==> config.mk <==
export PLATFORM = sky130hd
export DESIGN_NAME = ecc_err_stack
export DESIGN_NICKNAME = d
export VERILOG_FILES = /design/src/rtl/ecc_stack_pkg.sv /design/src/rtl/ecc_stack_store.sv /design/src/rtl/ecc_stack_regif.sv /design/src/rtl/ecc_err_stack.sv
export SDC_FILE = /design/constraint.sdc
export NUM_CORES = 1
export LEC_CHECK = 0
export CORE_MARGIN = 3
export CORE_UTILIZATION = 44
export DETAILED_ROUTE_END_ITERATION = 7
export GPL_TIMING_DRIVEN = 0
export PLACE_DENSITY = 0.91
export SYNTH_ARGS = -nofsm -noshare
export SYNTH_HDL_FRONTEND = slang
export SYNTH_SLANG_ARGS = --single-unit
==> constraint.sdc <==
create_clock -name clk_i -period 2.9 [get_ports clk_i]
set_input_delay 0.58 -clock clk_i [delete_from_list [all_inputs] [get_ports clk_i]]
set_output_delay 0.58 -clock clk_i [all_outputs]
set_load 0.05 [all_outputs]
==> src/rtl/ecc_stack_pkg.sv <==
package ecc_stack_pkg;

    localparam int REG_W     = 32;
    localparam int VALID_BIT = 31;
    localparam int PART_N    = 4;

    typedef struct packed {
        logic [PART_N-1:0] part;  // 0 low data, 1 high data, 2 MAC, 3 address
        logic              ded;
        logic              sec;
    } err_rec_t;

    localparam int REC_W = $bits(err_rec_t);

endpackage

==> src/rtl/ecc_stack_store.sv <==
module ecc_stack_store
    import ecc_stack_pkg::*;
#(
    parameter int DEPTH = 4
) (
    input  logic                         clk_i,
    input  logic                         rst_ni,
    input  logic                         push_i,
    input  err_rec_t                     push_rec_i,
    input  logic                         pop_i,
    output err_rec_t                     top_rec_o,
    output logic [$clog2(DEPTH+1)-1:0]   level_o,
    output logic                         overflow_o
);

    localparam int CNT_W = $clog2(DEPTH + 1);
    localparam int IDX_W = (DEPTH > 1) ? $clog2(DEPTH) : 1;
    localparam logic [CNT_W-1:0] FULL = CNT_W'(DEPTH);

    typedef struct packed {
        err_rec_t [DEPTH-1:0] ent;
        logic [CNT_W-1:0]     cnt;
        logic                 ovf;
    } store_t;

    store_t st_d, st_q;

    logic             pop_ok;
    logic [IDX_W-1:0] top_idx;
    logic [IDX_W-1:0] wr_idx;

    assign pop_ok  = pop_i && (st_q.cnt != '0);
    assign top_idx = IDX_W'(st_q.cnt - 1'b1);
    assign wr_idx  = IDX_W'(st_q.cnt);

    always_comb begin
        st_d = st_q;
        if (push_i && pop_ok) begin
            st_d.ent[top_idx] = push_rec_i;
        end else if (push_i) begin
            if (st_q.cnt == FULL) begin
                for (int i = 0; i < DEPTH - 1; i++) begin
                    st_d.ent[i] = st_q.ent[i+1];
                end
                st_d.ent[DEPTH-1] = push_rec_i;
                st_d.ovf          = 1'b1;
            end else begin
                st_d.ent[wr_idx] = push_rec_i;
                st_d.cnt         = st_q.cnt + 1'b1;
            end
        end else if (pop_ok) begin
            st_d.ent[top_idx] = '0;
            st_d.cnt          = st_q.cnt - 1'b1;
        end
    end

    always_ff @(posedge clk_i or negedge rst_ni) begin
        if (!rst_ni) begin
            st_q <= '0;
        end else begin
            st_q <= st_d;
        end
    end

    assign top_rec_o  = (st_q.cnt != '0) ? st_q.ent[top_idx] : '0;
    assign level_o    = st_q.cnt;
    assign overflow_o = st_q.ovf;

endmodule

==> src/rtl/ecc_stack_regif.sv <==
module ecc_stack_regif
    import ecc_stack_pkg::*;
#(
    parameter int CNT_W = 3
) (
    input  logic              reg_wr_i,
    input  logic [REG_W-1:0]  reg_wdata_i,
    input  logic [CNT_W-1:0]  level_i,
    input  err_rec_t          top_rec_i,
    output logic              pop_o,
    output logic [REG_W-1:0]  rdata_o
);

    logic valid;

    assign pop_o = reg_wr_i && reg_wdata_i[VALID_BIT];
    assign valid = (level_i != '0);

    always_comb begin
        rdata_o = '0;
        rdata_o[VALID_BIT] = valid;
        if (valid) begin
            rdata_o[REC_W-1:0] = top_rec_i;
        end
    end

endmodule

==> src/rtl/ecc_err_stack.sv <==
module ecc_err_stack
    import ecc_stack_pkg::*;
#(
    parameter int DEPTH = 4
) (
    input  logic              clk_i,
    input  logic              rst_ni,
    input  logic              push_i,
    input  logic              push_sec_i,
    input  logic              push_ded_i,
    input  logic [3:0]        push_part_i,
    input  logic              reg_wr_i,
    input  logic [31:0]       reg_wdata_i,
    output logic [31:0]       reg_rdata_o,
    output logic              overflow_o
);

    localparam int CNT_W = $clog2(DEPTH + 1);

    err_rec_t         push_rec;
    err_rec_t         top_rec;
    logic             pop;
    logic [CNT_W-1:0] level;

    assign push_rec = '{part: push_part_i, ded: push_ded_i, sec: push_sec_i};

    ecc_stack_store #(.DEPTH(DEPTH)) u_store (
        .clk_i      (clk_i),
        .rst_ni     (rst_ni),
        .push_i     (push_i),
        .push_rec_i (push_rec),
        .pop_i      (pop),
        .top_rec_o  (top_rec),
        .level_o    (level),
        .overflow_o (overflow_o)
    );

    ecc_stack_regif #(.CNT_W(CNT_W)) u_regif (
        .reg_wr_i    (reg_wr_i),
        .reg_wdata_i (reg_wdata_i),
        .level_i     (level),
        .top_rec_i   (top_rec),
        .pop_o       (pop),
        .rdata_o     (reg_rdata_o)
    );

endmodule

== After elaboration in Yosys (flattened, before gate mapping) ==
Cells that the tools add are included.

* Flip-flop bits (word level): 28
* Input bits: 42
* Output and inout port bits: 33
* Logic and storage cells: 49

* $add $sub $neg: 2
* $lt $le $gt $ge: 4
* Equal/unequal tests: 2
* Muxes and demuxes: 14
* Bitwise logic cells: 3
* Reductions and logical operators: 10

{| class="wikitable"
|+ Operators with widths
! kind !! number
|-
| 27-bit two-way mux || 2
|-
| 24-bit bitwise mux || 2
|-
| 24-bit two-way mux || 2
|-
| 24-bit AND || 1
|-
| 6-bit demux with 2-bit select || 2
|-
| 6-bit two-way mux || 4
|-
| 24-bit inverter || 1
|-
| 6-bit binary-select mux with 2-bit select || 1
|-
| 2-bit by 3-bit less-than comparator with 1-bit output (second input constant) || 2
|-
| 3-bit AND reduction || 2
|-
| 3-bit nonzero test || 2
|-
| 1-bit logical AND || 5
|-
| 2-bit by 1-bit greater-or-equal comparator with 1-bit output (second input constant) || 2
|-
| 3-bit by 1-bit adder with 3-bit output (second input constant) || 1
|-
| 3-bit equality test (second input constant) || 1
|-
| 3-bit two-way mux || 1
|-
| 3-bit by 1-bit subtractor with 3-bit output (second input constant) || 1
|-
| 2-bit != test (second input constant) || 1
|-
| 2-bit nonzero test || 1
|-
| 1-bit inverter || 1
|}

== Longest topological paths before layout ==
* Depth after elaboration: 10
* Depth in mapped cells: 9
* Depth with buffers taken out: 6

== Hierarchy ==
A second synthesis with hierarchy kept.

* Cell total of the unflattened synthesis: 220
* Area total of the unflattened synthesis: 2,132.0 sq um

{| class="wikitable"
|+ By module, submodules not included
! module !! times used !! cells each !! area each (sq um) !! seq. area each (sq um)
|-
| ecc_stack_store || 1 || 185 || 1,860.5 || 700.7
|-
| ecc_stack_regif || 1 || 35 || 271.5 || 0.0
|}

== Worst setup path before layout ==
No wires, ideal clock.

* Path type: register -> output
* From: register u_store.st_q (netlist bit u_store.level_o[0])
* To: output reg_rdata_o[5]
* Data arrival time: 1.968 ns
* Data required time: 2.320 ns
* Setup slack: 0.352 ns
* Stages on the path, launching flop included: 7
* Buffers on the path: 2
* Cell sequence: dfrtp_1 > buf_2 > inv_1 > ha_1 > buf_2 > mux4_2 > and2_1

* Cells in the longest elaborated chain, start to end: 4
* Elaborated cells on any way between the ends: 5
* Classes of those cells: add/sub: 1; mux: 3; reduce/logical: 1

{| class="wikitable"
|+ Ends and longest elaborated chain
! element !! RTL line !! source
|-
| start, declared || ecc_stack_store.sv:26 || <nowiki>store_t st_d, st_q;</nowiki>
|-
| start signal, assigned || ecc_stack_store.sv:61 || <nowiki>st_q <= st_d;</nowiki>
|-
| 3-bit by 1-bit subtractor with 3-bit output || ecc_stack_store.sv:33 || <nowiki>assign top_idx = IDX_W'(st_q.cnt - 1'b1);</nowiki>
|-
| net u_store.top_idx[0] || ecc_stack_store.sv:29 || <nowiki>logic [IDX_W-1:0] top_idx;</nowiki>
|-
| 6-bit binary-select mux with 2-bit select || ecc_stack_store.sv:65 || <nowiki>assign top_rec_o = (st_q.cnt != '0) ? st_q.ent[top_idx] : '0;</nowiki>
|-
| 6-bit two-way mux (implied by the code) || ecc_stack_store.sv:65 ||
|-
| 6-bit two-way mux || ecc_stack_regif.sv:22 || <nowiki>if (valid) begin</nowiki>
|-
| end, declared || ecc_err_stack.sv:14 || <nowiki>output logic [31:0] reg_rdata_o,</nowiki>
|}

The timed path passes the listed nets, and every way through them passes these cells. The select of a mux whose other input is x is not followed.

== Worst setup path in the final report ==
Ends and elaborated chain as after synthesis.

==> results.ini <==
[timing]
rsz0062_at_grt = false
layout_setup_ws_ns = 0.0898
fmax_mhz = 356
fin_crit_sh_pct = 96.9
timing.slew.headroom_pct = 17.5
worst_pin_slew_ns = 1.23
maxSlewViolCount = 0
skew_ns = 0.00736
finalSetupTns_ns = 0
timing.hold.ws_ns = 0.474
final_hold_viol_count = 0
min_period_ns = 2.81
setup_viol = 0

[synthesis]
synth-adder-area-share_pct = 4.73
muxShareOfSynthArea_pct = 10.5
synth.area.top_cells = dfrtp_1 33%, buf_4 9.2%, mux4_2 6.4%, ha_1 4.7%, o221ai_1 4.1%
ys_types = 40
synth-xor-area-share_pct = 0.827
synthArstFlopShare_pct = 100
synth_top_area_share_pct = 33.1
synth_top_flop_cell = dfrtp_1
synth_seq_cells = 28
synth_compound_area_share_pct = 19.1
synth_top_family_by_area = compound AO/OA/AOI/OAI gates
netlist_top_cells_count = 28 x dfrtp_1, 26 x buf_4, 17 x nand3_1, 15 x inv_1, 11 x o211ai_1
synth_most_common_cell = dfrtp_1
postSynthAreaPerCell_um2 = 10.1
synth_cells = 210
synth_top_area_cell = dfrtp_1
synth_edf_count = 0
yosysSeqAreaShare_pct = 33.1
yosys_warnings = 0
synthSimpleGateAreaFrac_pct = 16.8
syn_area_um2 = 2120

[cts]
clock_path_buffers = 2
cts_tree = yes
cts_root_buf = clkbuf_8
clk_pin_slew_ns = 0.09
htree_num_levels = 1
clk_latency_ns = 0.28
hold_buffers = 0
cts_buffers = 3
clock_sinks = 28

[finish]
fin_nets = 308
area_growth_pct = 20.5
drive_gt1_share_pct = 23.7
diodes = 0
final_area_um2 = 2550
fin_util_pct = 56.7
stdcell_count = 309

[die]
die-area_um2 = 5680
num_rows = 24
boundaryPins = 75
dieHeight_um = 75.4
start_util_pct = 47.0
die_w_um = 75.4
core_area_um2 = 4500

[critical_path]
setup.worst_path.end_class = primary output
cp.required_ns = 2.32
cp_slowest_stage_delay_ns = 0.49
cp_common_cell = buf_6
cp_cell_sequence = buf_6 -> inv_1 -> ha_1 -> buf_6 -> mux4_2 -> and2_1 -> clkbuf_4
worstPathArrival_ns = 2.23
critPathSlowestCell = mux4_2
cp_top_family = buffers and inverters
crit_fanout = 8
critPathBufInv = 4
startpoint_type = flip-flop
worstSetupPathType = flip-flop to primary output

[global_route]
grt_pass1_wl_um = 8180
antenna_found_initial = 0
grt-ovfl-total = 0
grt_max_degree = 29
grt_pass1_vias = 1682
grt_usage_pct = 18.8

[power]
ir_drop_mv = 0.457
power_leakage_nw = 1.14
power_mw = 2.94
p_per_area_nw_per_um2 = 1150

[run]
maxCapViolations = 0

[status]
status = completed

[worst_hold_path]
min_path_type = flip-flop to flip-flop

[placed_design]
pre_cts_ws_ns = -0.431
dp_hpwl_um = 3820
gp_congestion = 0.920
placed_area_um2 = 2450
port_buffers = 18
dp_cells = 304

[detailed_routing]
wire_per_inst_um = 16.7
vias = 1793
drt_iter0_markers = 185
vias_per_cell = 5.80
routed_wl_um = 5160
route.antenna.remaining_nets = 0
firstDrtPassIters = 4
remaining_drc_errors = 0

## per-layer routing
| metal | up-vias | track usage (%) | wire length [µm] |
|---|---|---|---|
| li1 | 841 | - | - |
| met1 | 857 | 24.6 | 2020 |
| met2 | 86 | 31.9 | 2630 |
| met3 | 9 | 3.30 | 449 |
| met4 | 0 | 5.63 | 68 |
| met5 | - | 0 | 0 |
## worst paths after layout
check / start / to / slack [ns] / cells past startpoint
max: u_store.level_o[0] / reg_rdata_o[5] / 0.09 / 7
min: u_store.overflow_o / u_store.overflow_o / 0.47 / 1
max reg2reg: u_store.level_o[0] / u_store.st_q[7] / 0.26 / 8
min reg2reg: u_store.overflow_o / u_store.overflow_o / 0.47 / 1
max in group asynchronous: rst_ni / u_store.level_o[2] / 1.22 / 1
min in group asynchronous: rst_ni / u_store.st_q[16] / 0.94 / 1
## power by group
part           internal, mW  switching (mW)
Clock                 0.185           0.129
Sequential            0.571           0.138
Combinational         0.800            1.12
Total                  1.56            1.38
## cells in the final DEF, fill, tap and decap left out, types with 7 or more instances in the layout
cell type / n
a22oi_1: 8
buf_4: 27
clkdlybuf4s50_1: 11
conb_1: 25
dfrtp_1: 28
ha_1: 7
inv_1: 14
nand3_1: 17
nand4b_1: 8
o211ai_1: 11
o221ai_1: 10
## repair_timing
item                                    4_1_cts  5_1_grt
buffers inserted                              1        0
resized for setup                            27        3
endpoints found under the setup margin        7        7
## logic make-up (layout without fill, tap and decap cells)
family          after synthesis  after routing
compound gates               52             52
xor+xnor                      2              2
fa+ha+maj                     8              8
buf+inv                      52             75
flops                        28             28
mux                          14             14
other cells                   1             25
simple gates                 53             53
## registers in the layout, indices dropped and copies added (netlist names)
signal	count
u_store.level_o	3
u_store.overflow_o	1
u_store.st_q	24
## worst reg2reg max path: stages (launching register included)
cell	delay [ns]
dfrtp_1	0.40
buf_6	0.15
inv_1	0.14
ha_1	0.34
ha_2	0.30
and3b_1	0.20
buf_6	0.14
o21ai_0	0.63
o221ai_1	0.20
## cell type report
type                       count  area [µm²]
tap                           52        65.1
buffer                        37         270
inverter                      15        56.3
multi-input combinational    154        1200
timing repair buffer          19         193
clock buffer                   3        41.3
sequential                    28         701
clock inverter                 1        30.0
fill                         411        1950
Note: power is estimated with default switching activity, not from simulation.
